**config.mk**
```make
export PLATFORM = sky130hd
export DESIGN_NAME = irq_prio_sel
export DESIGN_NICKNAME = d
export VERILOG_FILES = /design/src/rtl/irqsel_pkg.sv /design/src/rtl/irqsel_cand.sv /design/src/rtl/irqsel_local.sv /design/src/rtl/irqsel_std.sv /design/src/rtl/irq_prio_sel.sv
export SDC_FILE = /design/constraint.sdc
export NUM_CORES = 1
export LEC_CHECK = 0
export ABC_AREA = 1
export BUFFER_PORTS_ARGS = -buffer_cell sky130_fd_sc_hd__buf_4
export CAP_MARGIN = 10
export CELL_PAD_IN_SITES_DETAIL_PLACEMENT = 1
export CELL_PAD_IN_SITES_GLOBAL_PLACEMENT = 2
export CORE_MARGIN = 4
export CORE_UTILIZATION = 11
export DETAILED_ROUTE_END_ITERATION = 8
export PLACE_DENSITY = 0.81
export SLEW_MARGIN = 25
export SYNTH_ARGS = -nofsm -noshare
export SYNTH_HDL_FRONTEND = slang
export SYNTH_SLANG_ARGS = --single-unit
```
**constraint.sdc**
```tcl
create_clock -name vclk -period 5.8
set_input_delay 1.45 -clock vclk [all_inputs]
set_output_delay 1.45 -clock vclk [all_outputs]
set_load 0.01 [all_outputs]
```
**src/rtl/irqsel_pkg.sv**
```systemverilog
package irqsel_pkg;

  localparam int VEC_W_DEF    = 64;
  localparam int NARROW_W_DEF = 32;
  localparam int LOCAL_BASE   = 16;
  localparam int STD_N        = 9;

  // Standard interrupt ranking: rank 0 is the strongest.
  function automatic int std_rank_code(input int rank);
    case (rank)
      0:       return 11;
      1:       return 3;
      2:       return 7;
      3:       return 9;
      4:       return 1;
      5:       return 5;
      6:       return 8;
      7:       return 0;
      default: return 4;
    endcase
  endfunction

  // Number of local slots that take part for a given mode.
  function automatic int live_local_slots(input int vec_w, input int narrow_w,
                                          input logic wide);
    return wide ? (vec_w - LOCAL_BASE) : (narrow_w - LOCAL_BASE);
  endfunction

endpackage

```
**src/rtl/irqsel_cand.sv**
```systemverilog
module irqsel_cand #(
  parameter int VEC_W      = 64,
  parameter int NARROW_W   = 32,
  parameter int LOCAL_BASE = 16,
  localparam int LOC_W     = VEC_W - LOCAL_BASE
) (
  input  logic                  clk,
  input  logic                  rst_n,
  input  logic [VEC_W-1:0]      pend_i,
  input  logic [VEC_W-1:0]      en_i,
  input  logic [VEC_W-1:0]      mask_i,
  input  logic                  wide_i,
  output logic [LOCAL_BASE-1:0] std_cand_o,
  output logic [LOC_W-1:0]      loc_cand_o
);

  logic [VEC_W-1:0] armed;
  assign armed = pend_i & en_i & mask_i;

  assign std_cand_o = armed[LOCAL_BASE-1:0];

  // Local slots above the narrow limit only count in wide mode.
  for (genvar g = 0; g < LOC_W; g++) begin : g_loc
    if (g + LOCAL_BASE < NARROW_W) begin : g_always
      assign loc_cand_o[g] = armed[g + LOCAL_BASE];
    end else begin : g_wide_only
      assign loc_cand_o[g] = armed[g + LOCAL_BASE] & wide_i;
    end
  end

  // a candidate needs all three qualifying bits.
  a_r1_cand_qualified: assert property (@(posedge clk) disable iff (!rst_n)
    (|loc_cand_o) |-> (|(pend_i[VEC_W-1:LOCAL_BASE] & en_i[VEC_W-1:LOCAL_BASE]
                        & mask_i[VEC_W-1:LOCAL_BASE])));

endmodule

```
**src/rtl/irqsel_local.sv**
```systemverilog
module irqsel_local #(
  parameter int LOC_W      = 48,
  parameter int LOCAL_BASE = 16,
  parameter int CODE_W     = 6,
  localparam int IDX_W     = (LOC_W > 1) ? $clog2(LOC_W) : 1
) (
  input  logic              clk,
  input  logic              rst_n,
  input  logic [LOC_W-1:0]  loc_cand_i,
  output logic              hit_o,
  output logic [CODE_W-1:0] code_o
);

  logic [IDX_W-1:0] win_idx;

  // Scan upward so the last set slot, the highest one, is kept.
  always_comb begin
    win_idx = '0;
    for (int i = 0; i < LOC_W; i++) begin
      if (loc_cand_i[i]) win_idx = IDX_W'(i);
    end
  end

  assign hit_o  = |loc_cand_i;
  assign code_o = hit_o ? CODE_W'(int'(win_idx) + LOCAL_BASE) : '0;

  // the chosen slot is set and nothing above it is.
  a_r4_local_highest: assert property (@(posedge clk) disable iff (!rst_n)
    hit_o |-> (loc_cand_i[win_idx] && (((loc_cand_i >> win_idx) >> 1) == '0)));

  a_r3_local_code_range: assert property (@(posedge clk) disable iff (!rst_n)
    hit_o |-> (code_o >= CODE_W'(LOCAL_BASE)));

endmodule

```
**src/rtl/irqsel_std.sv**
```systemverilog
module irqsel_std #(
  parameter int STD_W  = 16,
  parameter int CODE_W = 6,
  localparam int RANKS = irqsel_pkg::STD_N
) (
  input  logic              clk,
  input  logic              rst_n,
  input  logic [STD_W-1:0]  std_cand_i,
  output logic              hit_o,
  output logic [CODE_W-1:0] code_o
);

  logic [RANKS-1:0] req;
  logic [RANKS-1:0] grant;
  logic [RANKS:0]   blocked;

  assign blocked[0] = 1'b0;

  for (genvar r = 0; r < RANKS; r++) begin : g_rank
    localparam int C = irqsel_pkg::std_rank_code(r);
    assign req[r]       = std_cand_i[C];
    assign grant[r]     = req[r] & ~blocked[r];
    assign blocked[r+1] = blocked[r] | req[r];
  end

  assign hit_o = blocked[RANKS];

  always_comb begin
    code_o = '0;
    for (int r = 0; r < RANKS; r++) begin
      if (grant[r]) code_o = code_o | CODE_W'(irqsel_pkg::std_rank_code(r));
    end
  end

  // at most one rank is granted, and exactly one when any is requested.
  a_r6_grant_onehot: assert property (@(posedge clk) disable iff (!rst_n)
    $onehot0(grant));

  a_r6_grant_when_req: assert property (@(posedge clk) disable iff (!rst_n)
    (|req) |-> ($countones(grant) == 1));

  // reserved positions never produce a code.
  a_r7_no_reserved: assert property (@(posedge clk) disable iff (!rst_n)
    hit_o |-> (code_o != 2 && code_o != 6 && code_o != 10 && code_o < 12));

endmodule

```
**src/rtl/irq_prio_sel.sv**
```systemverilog
module irq_prio_sel #(
  parameter int VEC_W      = irqsel_pkg::VEC_W_DEF,
  parameter int NARROW_W   = irqsel_pkg::NARROW_W_DEF,
  parameter bit REG_OUT    = 1'b0,
  localparam int LOCAL_BASE = irqsel_pkg::LOCAL_BASE,
  localparam int LOC_W     = VEC_W - LOCAL_BASE,
  localparam int CODE_W    = $clog2(VEC_W)
) (
  input  logic              clk,
  input  logic              rst_n,
  input  logic [VEC_W-1:0]  pend_i,
  input  logic [VEC_W-1:0]  en_i,
  input  logic [VEC_W-1:0]  mask_i,
  input  logic              nmi_req_i,
  input  logic              wide_mode_i,
  output logic              take_o,
  output logic              nmi_o,
  output logic [CODE_W-1:0] code_o
);

  logic [LOCAL_BASE-1:0] std_cand;
  logic [LOC_W-1:0]      loc_cand;
  logic                  loc_hit;
  logic                  std_hit;
  logic [CODE_W-1:0]     loc_code;
  logic [CODE_W-1:0]     std_code;

  logic                  sel_take;
  logic                  sel_nmi;
  logic [CODE_W-1:0]     sel_code;

  irqsel_cand #(
    .VEC_W(VEC_W), .NARROW_W(NARROW_W), .LOCAL_BASE(LOCAL_BASE)
  ) u_cand (
    .clk(clk), .rst_n(rst_n),
    .pend_i(pend_i), .en_i(en_i), .mask_i(mask_i), .wide_i(wide_mode_i),
    .std_cand_o(std_cand), .loc_cand_o(loc_cand)
  );

  irqsel_local #(
    .LOC_W(LOC_W), .LOCAL_BASE(LOCAL_BASE), .CODE_W(CODE_W)
  ) u_local (
    .clk(clk), .rst_n(rst_n),
    .loc_cand_i(loc_cand), .hit_o(loc_hit), .code_o(loc_code)
  );

  irqsel_std #(
    .STD_W(LOCAL_BASE), .CODE_W(CODE_W)
  ) u_std (
    .clk(clk), .rst_n(rst_n),
    .std_cand_i(std_cand), .hit_o(std_hit), .code_o(std_code)
  );

  // Final merge: non-maskable first, then local, then standard.
  always_comb begin
    sel_nmi  = nmi_req_i;
    sel_take = nmi_req_i | loc_hit | std_hit;
    if (nmi_req_i)    sel_code = '0;
    else if (loc_hit) sel_code = loc_code;
    else if (std_hit) sel_code = std_code;
    else              sel_code = '0;
  end

  if (REG_OUT) begin : g_reg
    always_ff @(posedge clk or negedge rst_n) begin
      if (!rst_n) begin
        take_o <= 1'b0;
        nmi_o  <= 1'b0;
        code_o <= '0;
      end else begin
        take_o <= sel_take;
        nmi_o  <= sel_nmi;
        code_o <= sel_code;
      end
    end

    a_r9_reg_nmi_delay: assert property (@(posedge clk) disable iff (!rst_n)
      nmi_req_i |=> (nmi_o && take_o));
  end else begin : g_comb
    assign take_o = sel_take;
    assign nmi_o  = sel_nmi;
    assign code_o = sel_code;

    a_r2_nmi_wins: assert property (@(posedge clk) disable iff (!rst_n)
      nmi_req_i |-> (nmi_o && take_o && code_o == '0));

    a_r3_local_over_std: assert property (@(posedge clk) disable iff (!rst_n)
      (loc_hit && !nmi_req_i) |-> (code_o >= CODE_W'(LOCAL_BASE)));

    a_r5_narrow_limit: assert property (@(posedge clk) disable iff (!rst_n)
      (!wide_mode_i && take_o && !nmi_o) |-> (code_o < CODE_W'(NARROW_W)));
  end

  // an idle result is all zero; R2: the flag never comes alone with a code.
  a_r8_idle_zero: assert property (@(posedge clk) disable iff (!rst_n)
    !take_o |-> (!nmi_o && code_o == '0));

  a_r2_nmi_no_code: assert property (@(posedge clk) disable iff (!rst_n)
    nmi_o |-> (take_o && code_o == '0));

endmodule

```
# [Yosys cells after proc, flatten, opt, wreduce, memory -nomap -nowiden]
# Index checks and enable logic that the tools add are counted.
[op_classes] bitwise_logic=68 mux=67 n_reduce_logical=1 add_sub_neg=1
[op_table] operator="6-bit 2-to-1 mux" n=35
[op_table] operator="64-bit bitwise AND" n=2
[op_table] operator="5-bit 2-to-1 mux" n=16
[op_table] operator="6-bit bitwise OR" n=8
[op_table] operator="48-bit OR reduction" n=1
[op_table] operator="1-bit bitwise AND" n=40
[op_table] operator="4-bit 2-to-1 mux" n=9
[op_table] operator="3-bit 2-to-1 mux" n=4
[op_table] operator="1-bit bitwise OR" n=10
[op_table] operator="1-bit inverter" n=8
[op_table] operator="6-bit by 5-bit adder with 6-bit output (second input constant)" n=1
[op_table] operator="2-bit 2-to-1 mux" n=2
[op_table] operator="1-bit 2-to-1 mux" n=1
[word_totals] output_inout_bits=8 in_bits=196 word_cells=137 register_bits=0

# [Longest topological paths before layout]
# Gate-level depths: netlist of the first run.
[depth] depth_word=52 depth_mapped=48

# [Hierarchy]
# Synthesis of the first run repeated with hierarchy kept, for this count alone.
[hier_totals] hier_cells=403 area_unflattened_um2=1652.8
[by_module_without_submodules] mod="irqsel_cand" area_each_um2=762.0 seq_area_each_um2=0.0 instances=1 cells_per_inst=195
[by_module_without_submodules] mod="irqsel_local" area_each_um2=668.1 seq_area_each_um2=0.0 instances=1 cells_per_inst=163
[by_module_without_submodules] mod="irqsel_std" area_each_um2=121.4 seq_area_each_um2=0.0 instances=1 cells_per_inst=23
[by_module_without_submodules] mod="irq_prio_sel" area_each_um2=101.3 seq_area_each_um2=0.0 instances=1 cells_per_inst=22

# [Least setup slack after synthesis of the first run]
# OpenSTA, ideal clock, no wires.
[synth_path] path_kind="input to output" start="input port pend_i[17]" end="output port code_o[0]" required_ns=4.350 path_buffers=0 slack_ns=0.670 arrival_time_ns=3.680 path_stages=48 cell_sequence="nand2_1 -> nor2_2 -> nand2_1 -> nand2_1 -> nand2_1 -> nand2_1 -> nand2_1 -> nand2_1 -> nand2_1 -> nand2_1 -> nand2_1 -> nand2_1 -> nand2_1 -> nand2_1 -> nand2_1 -> nand2_1 -> nand2_1 -> nand2_1 -> (+12 left out) -> nand2_1 -> nand2_1 -> nand2_1 -> nand2_1 -> nand2_1 -> nand2_1 -> nand2_1 -> nand2_1 -> nand2_1 -> nand2_1 -> nand2_1 -> nand2_1 -> nand2_1 -> nand2_1 -> nand2_1 -> nand2_1 -> nand2_1 -> a21oi_2"
[synth_via] elab_chain_cells=52 elab_cells_between_ends=53 cone_classes="add/sub (1); mux (49); bitwise (2); reduce/logical (1)"
[synth_lines] item="from (decl)" line="irq_prio_sel.sv:11" text="input logic [VEC_W-1:0] pend_i,"
[synth_lines] item="64-bit bitwise AND * (2 in series)" line="irqsel_cand.sv:18" text="assign armed = pend_i & en_i & mask_i;"
[synth_lines] item="1-bit 2-to-1 mux" line="irqsel_local.sv:20" text="if (loc_cand_i[i]) win_idx = IDX_W'(i);"
[synth_lines] item="2-bit 2-to-1 mux (2 in series)" line="irqsel_local.sv:20"
[synth_lines] item="3-bit 2-to-1 mux (4 in series)" line="irqsel_local.sv:20"
[synth_lines] item="4-bit 2-to-1 mux (8 in series)" line="irqsel_local.sv:20"
[synth_lines] item="5-bit 2-to-1 mux (16 in series)" line="irqsel_local.sv:20"
[synth_lines] item="6-bit 2-to-1 mux (16 in series)" line="irqsel_local.sv:20"
[synth_lines] item="6-bit by 5-bit adder with 6-bit output" line="irqsel_local.sv:25" text="assign code_o = hit_o ? CODE_W'(int'(win_idx) + LOCAL_BASE) : '0;"
[synth_lines] item="6-bit 2-to-1 mux *" line="irq_prio_sel.sv:59" text="else if (loc_hit) sel_code = loc_code;"
[synth_lines] item="6-bit 2-to-1 mux *" line="irq_prio_sel.sv:58" text="if (nmi_req_i) sel_code = '0;"
[synth_lines] item="to (decl)" line="irq_prio_sel.sv:18" text="output logic [CODE_W-1:0] code_o"
# Mark *: on every way between the ends. The rest lies on a longest branch, timed or not.

# [Final worst setup path of the first run]
# Ends and elaborated chain as after synthesis.

==> results of run 1 <==
cells by family (layout without fill, tap and decap cells):
group,Yosys count,count (layout),synth area share (%)
and+or+nand+nor,181,181,83.9
AOI/OAI and AO/OA,17,17,9.08
buffers and inverters,13,192,7.06
layout by cell type (no fill, tap or decap), drive strengths merged:
cell type and instances:
nor3b 1, a211oi 1, nor3 2, inv 9, o221ai 1, a31o 1, o21a 1, nand3 26
o21bai 2, nor2 35, a21oi 3, o21ai 3, nand4 32, nand2 84, buf 183, nor4 1
a31oi 5
final timing paths:
check | from | end | slack (ns)
setup / recovery | pend_i[17] | code_o[0] | 0.16
hold / removal | nmi_req_i | nmi_o | 3.14
cells in the mapped netlist, drive strengths merged:
cell,n,share of area [%]
o21a,1,0.61
nand2,84,26
a211oi,1,0.61
nor3,2,0.81
nor3b,1,0.61
o221ai,1,0.71
a31o,1,0.71
o21ai,3,1.2
o21bai,2,1.2
buf,4,4.3
a21oi,3,1.5
nor4,1,0.50
nand3,26,16
nor2,35,11
nand4,32,29
inv,9,2.7
a31oi,5,2.5
layout make-up:
cell class                      instances  area, sq um  area share, %
Timing Repair Buffer                  183         1380           50.3
Multi-Input combinational cell        198         1160           42.1
Tap cell                              140          175           6.38
Inverter                                9         33.8           1.23
through the flow:
stage               utilization (%)  cell area (sq um)  hold WS, ns  TNS [ns]   power, W
finish                         25.1               2750         3.14         0   0.000203
global route                   25.1               2750         3.17    -0.410   0.000231
CTS                            24.9               2730         3.16         0   0.000208
detailed placement             24.9               2730         3.16         0   0.000208
global placement               24.9               2730         3.15         0   0.000205
floorplan                         -               1240         2.95         0  0.0000810
power breakdown:
part | leakage, nW | switching [W] | total (W) | internal, W
clock | 0 | 0 | 0 | 0
combinational | 1.59 | 0.0000878 | 0.000203 | 0.000116
sequential | 0 | 0 | 0 | 0
total | 1.59 | 0.0000878 | 0.000203 | 0.000116
layer usage:
metal | wire (um) | global-route usage, % | vias up
li1 | - | - | 1101
met1 | 2420 | 10.7 | 951
met2 | 3850 | 20.2 | 88
met3 | 552 | 1.59 | 0
met4 | 0 | 0 | 0
met5 | 0 | 0 | -
repair_timing:
| item | CTS | global route |
|---|---|---|
| gates resized for setup | 0 | 4 |
| hold buffers | 0 | 0 |
| buffers inserted | 0 | 1 |
| setup endpoints to repair | 0 | 1 |
==> results.py, run 1 <==
metrics = {
    "run_status": {
        "status": "finished, final reports clean",
    },
    "detailed_routing": {
        "first_pass_iters": 4,
        "drtIter0Drc": 23,
        "ant_nets": 0,
        "wire_per_inst_um": 12.9,
        "vias": 2140,
        "drc": 0,
        "routed_wl_mm": 6.83,
        "viasPerCell": 4.04,
    },
    "critical_path": {
        "crit_family": "simple AND/OR/NAND/NOR gates",
        "cp.depth": 50,
        "cp_common_cell": "nand2_1",
        "criticalPathCategory": "primary input to primary output",
        "worst_ep_required_time_ns": 4.35,
        "path_buf_inv": 2,
        "startpoint_type": "primary input",
        "cpPeakStageDelay_ns": 0.13,
        "cp.arrival_ns": 4.19,
        "slowest_stage": "buf_4",
        "cp_max_fo": 2,
        "crit_path_end_kind": "primary output",
    },
    "timing": {
        "rsz0062_at_grt": "yes",
        "max_freq_mhz": 177,
        "slew_headroom_pct": 73.1,
        "fin_crit_ns": 5.64,
        "setup_slack_ns": 0.155,
        "hold_violations": 0,
        "worst_slew_pin_slew_ns": 0.404,
        "setup_viol": 0,
        "slew_viol_final": 0,
        "fin_crit_sh_pct": 97.3,
    },
    "floorplan": {
        "die-area_sq_mm": 0.0130,
        "die_x_um": 114,
        "rows": 38,
        "initial_core_util_pct": 11.3,
        "ioPinCount": 204,
        "die_h_um": 114,
        "coreArea_sq_mm": 0.0109,
    },
    "synth": {
        "ys_types": 28,
        "yosysWarnings": 0,
        "syn_inst": 211,
        "syn-cell-area_sq_mm": 0.00124,
        "syn_nets": 407,
        "avgSynthCellArea_sq_um": 5.88,
        "ys_seq_area_share_pct": 0,
    },
    "cells_and_area": {
        "n_antenna_cell": 0,
        "num-clock-buffers": 0,
        "nets": 588,
        "drive_above_1_share_pct": 58.2,
        "seq_cell_count": 0,
        "seqCellArea_sq_um": 0,
        "final_cells": 530,
        "fillers": 1407,
        "area_growth_pct": 122,
    },
    "global_route": {
        "grt_pass1_vias": 2429,
        "grt_overflow_total": 0,
        "grt_max_degree": 27,
        "antenna_found_initial": 0,
        "grt_pass1_wl_mm": 10.7,
        "grt_util_all_layers_pct": 9.68,
    },
    "place": {
        "place_ws_ns": 0.0360,
        "dp_cells": 529,
        "place_hpwl_mm": 6.48,
        "port_buffers": 181,
        "place.gp.congestion": 0.698,
    },
    "flow_run": {
        "drv_cap": 0,
    },
    "pwr": {
        "total_leakage_power_nw": 1.59,
        "vdd_drop_max_mv": 0.0177,
        "power_density_mw_per_mm2": 74.0,
    },
    "min_path": {
        "whs_path_depth": 2,
        "hold_class": "primary input to primary output",
    },
}
Note: power is estimated with default switching activity, not from simulation.
==> inputs of run 2 (changes only) <==
==> constraint.sdc (replaced) <==
create_clock -name vclk -period 5.8
set_input_delay 1.16 -clock vclk [all_inputs]
set_output_delay 1.16 -clock vclk [all_outputs]
set_load 0.01 [all_outputs]
==> results.py, run 2 (synthesized netlist as in run 1, its figures left out) <==
metrics = {
    "run_status": {
        "status": "finished, final reports clean",
    },
    "detailed_routing": {
        "viasPerCell": 4.06,
        "drc": 0,
        "ant_nets": 0,
        "vias": 2145,
        "wire_per_inst_um": 12.8,
        "first_pass_iters": 3,
        "drtIter0Drc": 29,
        "routed_wl_mm": 6.77,
    },
    "global_route": {
        "grt_util_all_layers_pct": 9.79,
        "grt_overflow_total": 0,
        "grt_max_degree": 33,
        "grt_pass1_wl_mm": 10.9,
        "grt_pass1_vias": 2445,
        "antenna_found_initial": 0,
    },
    "flow_run": {
        "drv_cap": 0,
    },
    "critical_path": {
        "startpoint_type": "primary input",
        "crit_path_end_kind": "primary output",
        "cp_common_cell": "nand2_1",
        "worst_ep_required_time_ns": 4.64,
        "cp.arrival_ns": 3.95,
        "slowest_stage": "buf_4",
        "cpPeakStageDelay_ns": 0.13,
        "cp_max_fo": 2,
        "criticalPathCategory": "primary input to primary output",
        "path_buf_inv": 2,
        "crit_family": "simple AND/OR/NAND/NOR gates",
    },
    "timing": {
        "max_freq_mhz": 196,
        "fin_setup_tns_ns": 0,
        "worst_slew_pin_slew_ns": 0.469,
        "fin_crit_sh_pct": 88.1,
        "fin_crit_ns": 5.11,
        "slew_headroom_pct": 68.8,
        "rsz0062_at_grt": "no",
        "slew_viol_final": 0,
        "setup_viol": 0,
        "hold_violations": 0,
    },
    "pwr": {
        "p_total_w": 0.000202,
        "power_density_mw_per_mm2": 74.1,
        "total_leakage_power_nw": 1.58,
        "vdd_drop_max_mv": 0.0297,
    },
    "floorplan": {
        "coreArea_sq_mm": 0.0109,
        "die_h_um": 114,
        "rows": 38,
        "initial_core_util_pct": 11.3,
        "ioPinCount": 204,
        "die-area_sq_mm": 0.0130,
        "die_x_um": 114,
    },
    "cells_and_area": {
        "area_growth_pct": 119,
        "num-clock-buffers": 0,
        "n_antenna_cell": 0,
        "fillers": 1418,
        "nets": 586,
        "seqCellArea_sq_um": 0,
        "seq_cell_count": 0,
        "mostFrequentLayoutCells": "181 x buf_4, 83 x nand2_1, 34 x nor2_1",
        "layout_commonest_cell": "buf_4",
        "drive_above_1_share_pct": 57.5,
    },
    "clock_tree": {
        "cts-hold-fix-buffers": 0,
        "post-cts-setup-buffers": 0,
        "cts_resized": 0,
    },
    "place": {
        "place.gp.congestion": 0.705,
        "port_buffers": 181,
        "place_hpwl_mm": 6.45,
    },
    "min_path": {
        "hold_class": "primary input to primary output",
    },
}
[run 2: power breakdown]
group / switching, W / total [W] / internal (W) / leakage, nW
Combinational: 0.0000874 / 0.000202 / 0.000114 / 1.58
Clock: 0 / 0 / 0 / 0
Sequential: 0 / 0 / 0 / 0
Total: 0.0000874 / 0.000202 / 0.000114 / 1.58
[run 2: final timing paths]
path,startpoint,to,slack [ns],cells past startpoint
worst min-delay path,nmi_req_i,nmi_o,2.57,2
worst max-delay path,pend_i[17],code_o[0],0.69,50
[run 2: metrics by stage]
stage | util, % | area, sq um | worst slack [ns] | hold slack (ns) | instances
final | 24.9 | 2720 | 0.690 | 2.57 | 528
after CTS | 24.9 | 2720 | 0.588 | 2.57 | 528
after floorplan | - | 1240 | 1.25 | 2.37 | 211
after global routing | 24.9 | 2720 | 0.0595 | 2.58 | 528
after detailed placement | 24.9 | 2720 | 0.606 | 2.57 | 528
after global placement | 24.9 | 2720 | 0.593 | 2.57 | 528
[run 2: per-layer routing]
metal / share of wire [%] / global-route usage (%) / wire length, um
met5: 0 / 0 / 0
met4: 0.52 / 0.317 / 35
met3: 8.9 / 1.85 / 599
met2: 55 / 19.9 / 3750
met1: 35 / 11.0 / 2380
[run 2: area by class of cell]
| class | instances | area [sq um] | share of cell area, % |
|---|---|---|---|
| inverter | 9 | 33.8 | 1.24 |
| multi-input combinational | 198 | 1150 | 42.4 |
| tap | 140 | 175 | 6.44 |
| timing repair buffer | 181 | 1360 | 50.0 |
==> inputs of run 3 (changes only) <==
Settings changed: GPL_TIMING_DRIVEN set to 0.
==> results.py, run 3 (synthesized netlist as in run 1, its figures left out) <==
metrics = {
    "run_status": {
        "status": "finished, final reports clean",
    },
    "cells_and_area": {
        "drive_above_1_share_pct": 57.9,
        "n_antenna_cell": 0,
        "seq_cell_count": 0,
        "area_growth_pct": 124,
        "fillers": 1411,
        "mostFrequentLayoutCells": "182 x buf_4, 83 x nand2_1, 34 x nor2_1",
        "final_cell_area_sq_mm": 0.00277,
        "seqCellArea_sq_um": 0,
        "layout_commonest_cell": "buf_4",
        "num-clock-buffers": 0,
        "nets": 590,
    },
    "floorplan": {
        "die_h_um": 114,
        "die-area_sq_mm": 0.0130,
        "rows": 38,
        "die_x_um": 114,
        "ioPinCount": 204,
        "coreArea_sq_mm": 0.0109,
        "initial_core_util_pct": 11.3,
    },
    "global_route": {
        "grt_util_all_layers_pct": 9.89,
        "antenna_found_initial": 0,
        "grt_overflow_total": 0,
        "grt_max_degree": 11,
        "grt_pass1_vias": 2414,
        "grt_pass1_wl_mm": 10.9,
    },
    "place": {
        "place_hpwl_mm": 6.64,
        "placed_cell_area_sq_mm": 0.00277,
        "port_buffers": 181,
        "place.gp.congestion": 0.697,
    },
    "critical_path": {
        "cp_common_cell": "nand2_1",
        "cp_max_fo": 2,
        "crit_path_end_kind": "primary output",
        "cp.arrival_ns": 3.93,
        "startpoint_type": "primary input",
        "criticalPathCategory": "primary input to primary output",
        "slowest_stage": "buf_4",
        "cpPeakStageDelay_ns": 0.13,
        "worst_ep_required_time_ns": 4.64,
    },
    "detailed_routing": {
        "ant_nets": 0,
        "viasPerCell": 4.04,
        "wire_per_inst_um": 13.1,
        "vias": 2149,
        "drc": 0,
        "routed_wl_mm": 6.97,
        "drtIter0Drc": 34,
        "first_pass_iters": 4,
    },
    "clock_tree": {
        "cts-hold-fix-buffers": 0,
        "cts_resized": 0,
        "post-cts-setup-buffers": 0,
    },
    "timing": {
        "fin_crit_ns": 5.09,
        "rsz0062_at_grt": "no",
        "fin_crit_sh_pct": 87.7,
        "max_freq_mhz": 197,
        "slew_headroom_pct": 77.1,
        "worst_slew_pin_slew_ns": 0.340,
        "slew_viol_final": 0,
        "setup_viol": 0,
        "fin_setup_tns_ns": 0,
        "hold_violations": 0,
    },
    "pwr": {
        "vdd_drop_max_mv": 0.0166,
        "total_leakage_power_nw": 1.60,
        "power_density_mw_per_mm2": 74.4,
    },
    "flow_run": {
        "drv_cap": 0,
    },
    "min_path": {
        "hold_class": "primary input to primary output",
        "whs_path_depth": 3,
    },
}
## run 3: layout make-up
class	count	area (sq um)	area share, %
buffer	4	53.8	1.94
tap	140	175	6.31
multi-input combinational	198	1150	41.5
inverter	9	33.8	1.22
timing repair buffer	181	1360	49.0
## run 3: final timing paths
path / startpoint / to / slack [ns]
setup / recovery: pend_i[17] / code_o[0] / 0.71
hold / removal: nmi_req_i / code_o[5] / 2.63
## run 3: per-stage QoR
| stage | util (%) | total power (W) | cells | setup WS (ns) | hold slack (ns) |
|---|---|---|---|---|---|
| CTS | 25.4 | 0.000213 | 532 | 0.611 | 2.64 |
| finish | 25.4 | 0.000206 | 532 | 0.714 | 2.63 |
| floorplan | - | 0.0000810 | 211 | 1.25 | 2.37 |
| global placement | 25.4 | 0.000209 | 532 | 0.642 | 2.63 |
| global route | 25.4 | 0.000232 | 532 | 0.120 | 2.65 |
| detailed placement | 25.4 | 0.000212 | 532 | 0.629 | 2.64 |
## run 3: critical path, delay by kind of cell
kind | cells | cell delay, ns
buffers and inverters | 2 | 0.21
AO/OA/AOI/OAI | 1 | 0.12
AND/OR/NAND/NOR | 47 | 2.46
## run 3: routing by layer
layer / up-vias / routed length, um / track usage (%)
met5: - / 0 / 0
met4: 0 / 43 / 0.554
met3: 4 / 645 / 2.06
met2: 92 / 3880 / 20.2
met1: 945 / 2400 / 10.7
li1: 1108 / - / -
## run 3: report_power, final
part           internal [W]  switching (W)  leakage (nW)
Combinational      0.000118      0.0000887          1.60
Sequential                0              0             0
Clock                     0              0             0
